**src/rtl/cdr_pkg.sv**
```systemverilog
package cdr_pkg;
  localparam int CDR_RATIO_W = 11;
  localparam int CDR_BYTE_W  = 8;
  localparam int CDR_MIN     = 2;

  // Raise any ratio under the floor to the floor.
  function automatic logic [CDR_RATIO_W-1:0] clamp_ratio(input logic [CDR_RATIO_W-1:0] raw);
    if (raw < CDR_RATIO_W'(CDR_MIN)) return CDR_RATIO_W'(CDR_MIN);
    return raw;
  endfunction

  // Join the upper bits with the staged lower byte.
  function automatic logic [CDR_RATIO_W-1:0] join_ratio(input logic [CDR_BYTE_W-1:0] hi,
                                                        input logic [CDR_BYTE_W-1:0] lo);
    return {hi[CDR_RATIO_W-CDR_BYTE_W-1:0], lo};
  endfunction
endpackage

```
**src/rtl/cdr_regs.sv**
```systemverilog
module cdr_regs
  import cdr_pkg::*;
#(
  parameter int RATIO_W = CDR_RATIO_W,
  parameter int BYTE_W  = CDR_BYTE_W
) (
  input  logic               clk,
  input  logic               rst_n,
  input  logic               loop_en,
  input  logic               bus_sel,
  input  logic               bus_wr,
  input  logic [BYTE_W-1:0]  bus_wdata,
  output logic [RATIO_W-1:0] ratio_q,
  output logic               commit_o
);
  localparam logic [BYTE_W-1:0]  LO_RST    = BYTE_W'(CDR_MIN);
  localparam logic [RATIO_W-1:0] RATIO_RST = RATIO_W'(CDR_MIN);

  logic [BYTE_W-1:0] lo_q;
  logic              lo_wr_w;

  assign lo_wr_w  = bus_wr & ~bus_sel & ~loop_en;
  assign commit_o = bus_wr &  bus_sel & ~loop_en;

  always_ff @(posedge clk or negedge rst_n) begin
    if (!rst_n) begin
      lo_q    <= LO_RST;
      ratio_q <= RATIO_RST;
    end else begin
      if (lo_wr_w)  lo_q    <= bus_wdata;
      if (commit_o) ratio_q <= clamp_ratio(join_ratio(bus_wdata, lo_q));
    end
  end

  // an enabled loop freezes the staged byte and the running ratio
  assert_locked_R6: assert property (@(posedge clk) disable iff (!rst_n)
    loop_en |=> ($stable(ratio_q) && $stable(lo_q)));
  // a lower-byte write leaves the running ratio alone
  assert_lo_only_R2: assert property (@(posedge clk) disable iff (!rst_n)
    (bus_wr && !bus_sel) |=> $stable(ratio_q));
  // the running ratio never falls under the floor
  assert_floor_R5: assert property (@(posedge clk) disable iff (!rst_n)
    ratio_q >= RATIO_W'(CDR_MIN));
endmodule

```
**src/rtl/cdr_counter.sv**
```systemverilog
module cdr_counter
  import cdr_pkg::*;
#(
  parameter int RATIO_W = CDR_RATIO_W
) (
  input  logic               clk,
  input  logic               rst_n,
  input  logic [RATIO_W-1:0] ratio,
  input  logic               restart,
  output logic               tick
);
  logic [RATIO_W-1:0] cnt_q;
  logic               last_w;

  assign last_w = (cnt_q == ratio - RATIO_W'(1));
  assign tick   = last_w;

  always_ff @(posedge clk or negedge rst_n) begin
    if (!rst_n)           cnt_q <= '0;
    else if (restart)     cnt_q <= '0;
    else if (last_w)      cnt_q <= '0;
    else                  cnt_q <= cnt_q + RATIO_W'(1);
  end

  // the count stays inside 0..N-1
  assert_cnt_range_R8: assert property (@(posedge clk) disable iff (!rst_n)
    cnt_q < ratio);
  // the terminal pulse lasts one cycle
  assert_one_pulse_R8: assert property (@(posedge clk) disable iff (!rst_n)
    tick |=> !tick);
  // a commit restarts the count
  assert_restart_R3: assert property (@(posedge clk) disable iff (!rst_n)
    restart |=> (cnt_q == '0));
endmodule

```
**src/rtl/clkdiv_ratio_reg.sv**
```systemverilog
module clkdiv_ratio_reg
  import cdr_pkg::*;
#(
  parameter int RATIO_W = CDR_RATIO_W,
  parameter int BYTE_W  = CDR_BYTE_W
) (
  input  logic              clk,
  input  logic              rst_n,
  input  logic              loop_en,
  input  logic              bus_sel,
  input  logic              bus_wr,
  input  logic              bus_rd,
  input  logic [BYTE_W-1:0] bus_wdata,
  output logic [BYTE_W-1:0] bus_rdata,
  output logic              div_tick
);
  logic [RATIO_W-1:0] ratio_w;
  logic               commit_w;
  logic [BYTE_W-1:0]  rdata_q;

  cdr_regs #(.RATIO_W(RATIO_W), .BYTE_W(BYTE_W)) u_regs (
    .clk(clk), .rst_n(rst_n), .loop_en(loop_en), .bus_sel(bus_sel),
    .bus_wr(bus_wr), .bus_wdata(bus_wdata), .ratio_q(ratio_w), .commit_o(commit_w)
  );

  cdr_counter #(.RATIO_W(RATIO_W)) u_cnt (
    .clk(clk), .rst_n(rst_n), .ratio(ratio_w), .restart(commit_w), .tick(div_tick)
  );

  // Write-only registers: the read port returns zero.
  always_ff @(posedge clk or negedge rst_n) begin
    if (!rst_n)      rdata_q <= '0;
    else if (bus_rd) rdata_q <= '0;
  end
  assign bus_rdata = rdata_q;
endmodule

```
**config.mk**
```make
export PLATFORM = sky130hd
export DESIGN_NAME = clkdiv_ratio_reg
export DESIGN_NICKNAME = d
export VERILOG_FILES = /design/src/rtl/cdr_pkg.sv /design/src/rtl/cdr_regs.sv /design/src/rtl/cdr_counter.sv /design/src/rtl/clkdiv_ratio_reg.sv
export SDC_FILE = /design/constraint.sdc
export NUM_CORES = 1
export LEC_CHECK = 0
export BUFFER_PORTS_ARGS = -buffer_cell sky130_fd_sc_hd__buf_4
export CAP_MARGIN = 20
export CORE_AREA = 8 8 81 83
export CTS_CLUSTER_DIAMETER = 200
export DETAILED_ROUTE_END_ITERATION = 10
export DIE_AREA = 0 0 89 91
export PLACE_DENSITY = 0.57
export SYNTH_ARGS = -nofsm -noshare
export SYNTH_HDL_FRONTEND = slang
export SYNTH_SLANG_ARGS = --single-unit
```
**constraint.sdc**
```tcl
create_clock -name clk -period 4.17 [get_ports clk]
set_input_delay 0.2085 -clock clk [delete_from_list [all_inputs] [get_ports clk]]
set_output_delay 0.2085 -clock clk [all_outputs]
set_load 0.02 [all_outputs]
```
After elaboration in Yosys (flattened, before gate mapping)
Index checks and enable logic that the tools add are counted.
{"block": "totals", "ramBits": 0, "latch_bits": 0, "output_inout_bits": 9, "in_bits": 14, "register_bits": 30, "mem_count": 0, "elab_cells": 19, "rom_bits": 0}
{"block": "classes", "n_shift": 0, "muxes": 6, "order_cmp": 1, "bitwise_logic": 6, "div": 0, "add_sub_neg": 2, "reduce_logical": 0, "multipliers": 0, "n_eq_ne": 1}
{"op": "$mux 11", "count": 4}
{"op": "$add 11x1->11 const B", "count": 1}
{"op": "$eq 11x11->1", "count": 1}
{"op": "$lt 11x2->1 const B", "count": 1}
{"op": "$sub 11x1->11 const B", "count": 1}
{"op": "$and 1x1->1", "count": 4}
{"op": "$mux 1", "count": 2}
{"op": "$not 1->1", "count": 2}

Depth between registers and ports, before layout
{"block": "logic_depth", "word_depth": 4, "depth_mapped": 8, "depth_no_buf": 7}

By module
Synthesis repeated with hierarchy kept, for this count alone.
{"block": "unflattened", "hier_cells": 188, "hier_area_um2": 1806.7}
{"module": "cdr_counter", "area_per_inst_um2": 984.7, "cells_each": 111, "seq_area_each_um2": 275.3, "instances": 1}
{"module": "cdr_regs", "area_per_inst_um2": 758.2, "cells_each": 68, "seq_area_each_um2": 478.0, "instances": 1}
{"module": "clkdiv_ratio_reg", "area_per_inst_um2": 63.8, "cells_each": 9, "seq_area_each_um2": 0.0, "instances": 1}

Worst setup path before layout
OpenSTA, ideal clock, no wires.
{"block": "synth_timing", "path_kind": "register to output", "startpoint": "register u_regs.ratio_q[1]", "endpoint": "output div_tick", "arrival_time_ns": 2.153, "stages_incl_launch_ff": 8, "required_ns": 3.962, "path_buffers": 0, "slack_ns": 1.808, "cell_sequence": "dfstp_2 -> inv_1 -> ha_1 -> nor2b_1 -> or3_1 -> a31o_2 -> nor4_2 -> and2_2"}
{"block": "synth_between", "elab_chain_len": 2}
{"item": "start: declaration", "line": "cdr_regs.sv:13", "rtl": "output logic [RATIO_W-1:0] ratio_q,"}
{"item": "start signal: assignment", "line": "cdr_regs.sv:31", "rtl": "if (commit_o) ratio_q <= clamp_ratio(join_ratio(bus_wdata, lo_q));"}
{"item": "$sub 11x1->11", "line": "cdr_counter.sv:15", "rtl": "assign last_w = (cnt_q == ratio - RATIO_W'(1));"}
{"item": "$eq 11x11->1", "line": "cdr_counter.sv:15"}
{"item": "end: declaration", "line": "clkdiv_ratio_reg.sv:15", "rtl": "output logic div_tick"}
No other way between the ends.

Worst setup path after layout
Ends and elaborated chain as after synthesis.

==> results.json <==
{
  "status": "completed",
  "clock.fmax_mhz": 342.9,
  "area_growth_syn_to_layout_pct": 12.43,
  "hold_class": "in2reg",
  "maxCapViolCount": 0,
  "tns_ps": 0,
  "hold_viol_final": 0,
  "async_reset_ff_share_pct": 100.0,
  "syn_area_per_cell_sq_um": 9.480,
  "slew_headroom_pct": 47.40,
  "worstPathArrival_ps": 2710,
  "coreArea_sq_mm": 0.005338,
  "clock_latency_ps": 280,
  "ios": 23,
  "synth_warnings": 0,
  "highest_layer": "met4",
  "ctsResizeCount": 0,
  "hpwl_mm": 2.528,
  "drt-vias-per-instance": 4.686,
  "grt_usage_pct": 9.608,
  "ant_nets": 0,
  "diodes": 0,
  "peakVddDrop_uv": 262.1,
  "finalMaxSlewViolations": 0,
  "clockBufferDepth": 2,
  "synth_seq_cells": 30,
  "setup_viol": 0,
  "finalNonFillerCells": 277,
  "initial_core_util_pct": 33.57,
  "synth_seq_area_share_pct": 42.04,
  "layout_common_cells": "39 x nand2_1, 28 x dfrtp_1, 15 x buf_4",
  "power_density_mw_per_mm2": 481.7,
  "htreeDepth": 2,
  "root_buffer": "clkbuf_8",
  "worstMarginPinSlew_ps": 786.7,
  "grt_pass1_vias": 1343,
  "synthCells": 189,
  "cts.sinks": 30,
  "die_x_microns": 89,
  "first_iter_violations": 62,
  "dpl.cell_count": 268,
  "p_leak_nw": 0.9130,
  "nFillCells": 557,
  "post-route-min-period_ps": 2916,
  "synth_cell_types": 47,
  "finalCritPeriodShare_pct": 69.93,
  "fin_nets": 220,
  "ys.flop_type": "dfrtp_1",
  "met1Wirelength_mm": 1.787,
  "crit_fanout": 12,
  "drc": 0,
  "path_clk_slew_ps": 60,
  "wl_met2_mm": 1.571,
  "dr_wl_met3_microns": 130,
  "antenna_found_initial": 0,
  "criticalPathCategory": "reg2out",
  "critPathLaunchType": "flip-flop",
  "cp-end-kind": "output port",
  "port_buffers": 13,
  "cts_buffers": 5,
  "drive_above_1_share_pct": 20.00,
  "layout_commonest_cell": "nand2_1",
  "rsz0062_at_grt": "false",
  "cp.required_ps": 3960,
  "gp_congestion": 0.7892,
  "routed_wirelength_mm": 3.557,
  "synthesis.area_sq_mm": 0.001792,
  "vias": 1298,
  "totalPowerFinal_mw": 0.9704,
  "drt_pre_antenna_iters": 4,
  "wl_per_cell_microns": 12.84,
  "die_h_microns": 91,
  "fp-row-count": 27,
  "skew_ps": 5.302,
  "grt_max_degree": 31,
  "dieArea_sq_mm": 0.008099,
  "globalRouteOverflowTotal": 0,
  "synth_edf_count": 0,
  "cts_tree": "yes",
  "grt_pass1_wl_mm": 6.147
}
==> repair_timing <==
action,4_1_cts,5_1_grt
buffers inserted,0,0
hold buffers,1,0
endpoints found under the hold margin,28,0
==> path summary, 6_finish.rpt <==
path / start / to / slack [ps] / depth (start not counted)
worst max-delay path: u_regs.ratio_q[1] / div_tick / 1250 / 9
worst min-delay path: bus_wdata[2] / u_regs.ratio_q[10] / 140 / 3
min in group asynchronous: rst_n / u_regs.ratio_q[6] / 390 / 2
worst min register to register: u_regs.lo_q[6] / u_regs.ratio_q[6] / 490 / 2
worst max register to register: u_regs.ratio_q[1] / u_cnt.cnt_q[0] / 1810 / 8
max in group asynchronous: rst_n / u_regs.ratio_q[1] / 3450 / 2
==> power by group <==
group / internal, mW / switching (mW)
clock network: 0.133 / 0.112
logic: 0.146 / 0.138
registers: 0.354 / 0.0870
==> sequential cells by signal, summed over array words and instances, names as in the netlist <==
signal / cells
u_regs.lo_q: 8
u_cnt.cnt_q: 11
u_regs.ratio_q: 11
==> cell type report <==
cell class                      instances  area [sq um]  share of cell area, %
Clock buffer                            7         86.33                  4.286
Clock inverter                          1         5.005                 0.2484
Inverter                                4         15.01                 0.7453
Multi-Input combinational cell        147         942.2                  46.77
Sequential cell                        30         753.2                  37.39
Tap cell                               72         90.09                  4.472
Timing Repair Buffer                   16         122.6                  6.087
==> synthesized netlist by cell type (3+ instances only) <==
cell type	count	share of area, %
nand2_1	39	8.2
dfrtp_1	28	39
a21oi_1	13	3.6
xor2_1	11	5.4
xnor2_1	9	4.4
buf_4	8	3.4
mux2_2	8	5.0
nor2_1	7	1.5
nand3_1	5	1.4
nor3_1	5	1.4
nand4_1	4	1.4
nor4_1	4	1.4
buf_2	3	0.84
inv_1	3	0.63
==> metrics by stage <==
stage          utilization [%]  setup slack, ps  hold slack [ps]  cell area, sq um
6_report                 37.74             1254            137.4              2014
5_1_grt                  37.74             1056            133.2              2014
4_1_cts                  37.74             1237            129.9              2014
3_5_place_dp             35.84             1551            163.7              1913
3_3_place_gp             35.84             1581            163.8              1913
2_1_floorplan                -             1808           -87.09              1818
==> logic make-up after synthesis <==
| kind of cell | synth area share [%] |
|---|---|
| AOI/OAI and AO/OA | 8.939 |
| xor gates and xnor gates | 11.03 |
| adders and majority gates | 1.396 |
| buffers and inverters | 6.843 |
| DFF | 42.04 |
| muxes | 5.587 |
| other | 0.2093 |
| and+or+nand+nor | 23.95 |
==> critical path: stages, from the launching register on <==
cell     delay, ps
dfstp_2        570
inv_1           70
ha_1           270
nor2b_1        200
or3_1          350
a31o_2         240
nor4_2         230
buf_4          220
and2_2         160
buf_4          130
==> routing by layer <==
| metal | up-vias | track usage [%] |
|---|---|---|
| met1 | 592 | 11.93 |
| met4 | 0 | 4.161 |
| li1 | 666 | - |
| met3 | 7 | 2.883 |
| met2 | 33 | 14.90 |
| met5 | - | 0 |
Power figures use the tool's default switching activity.
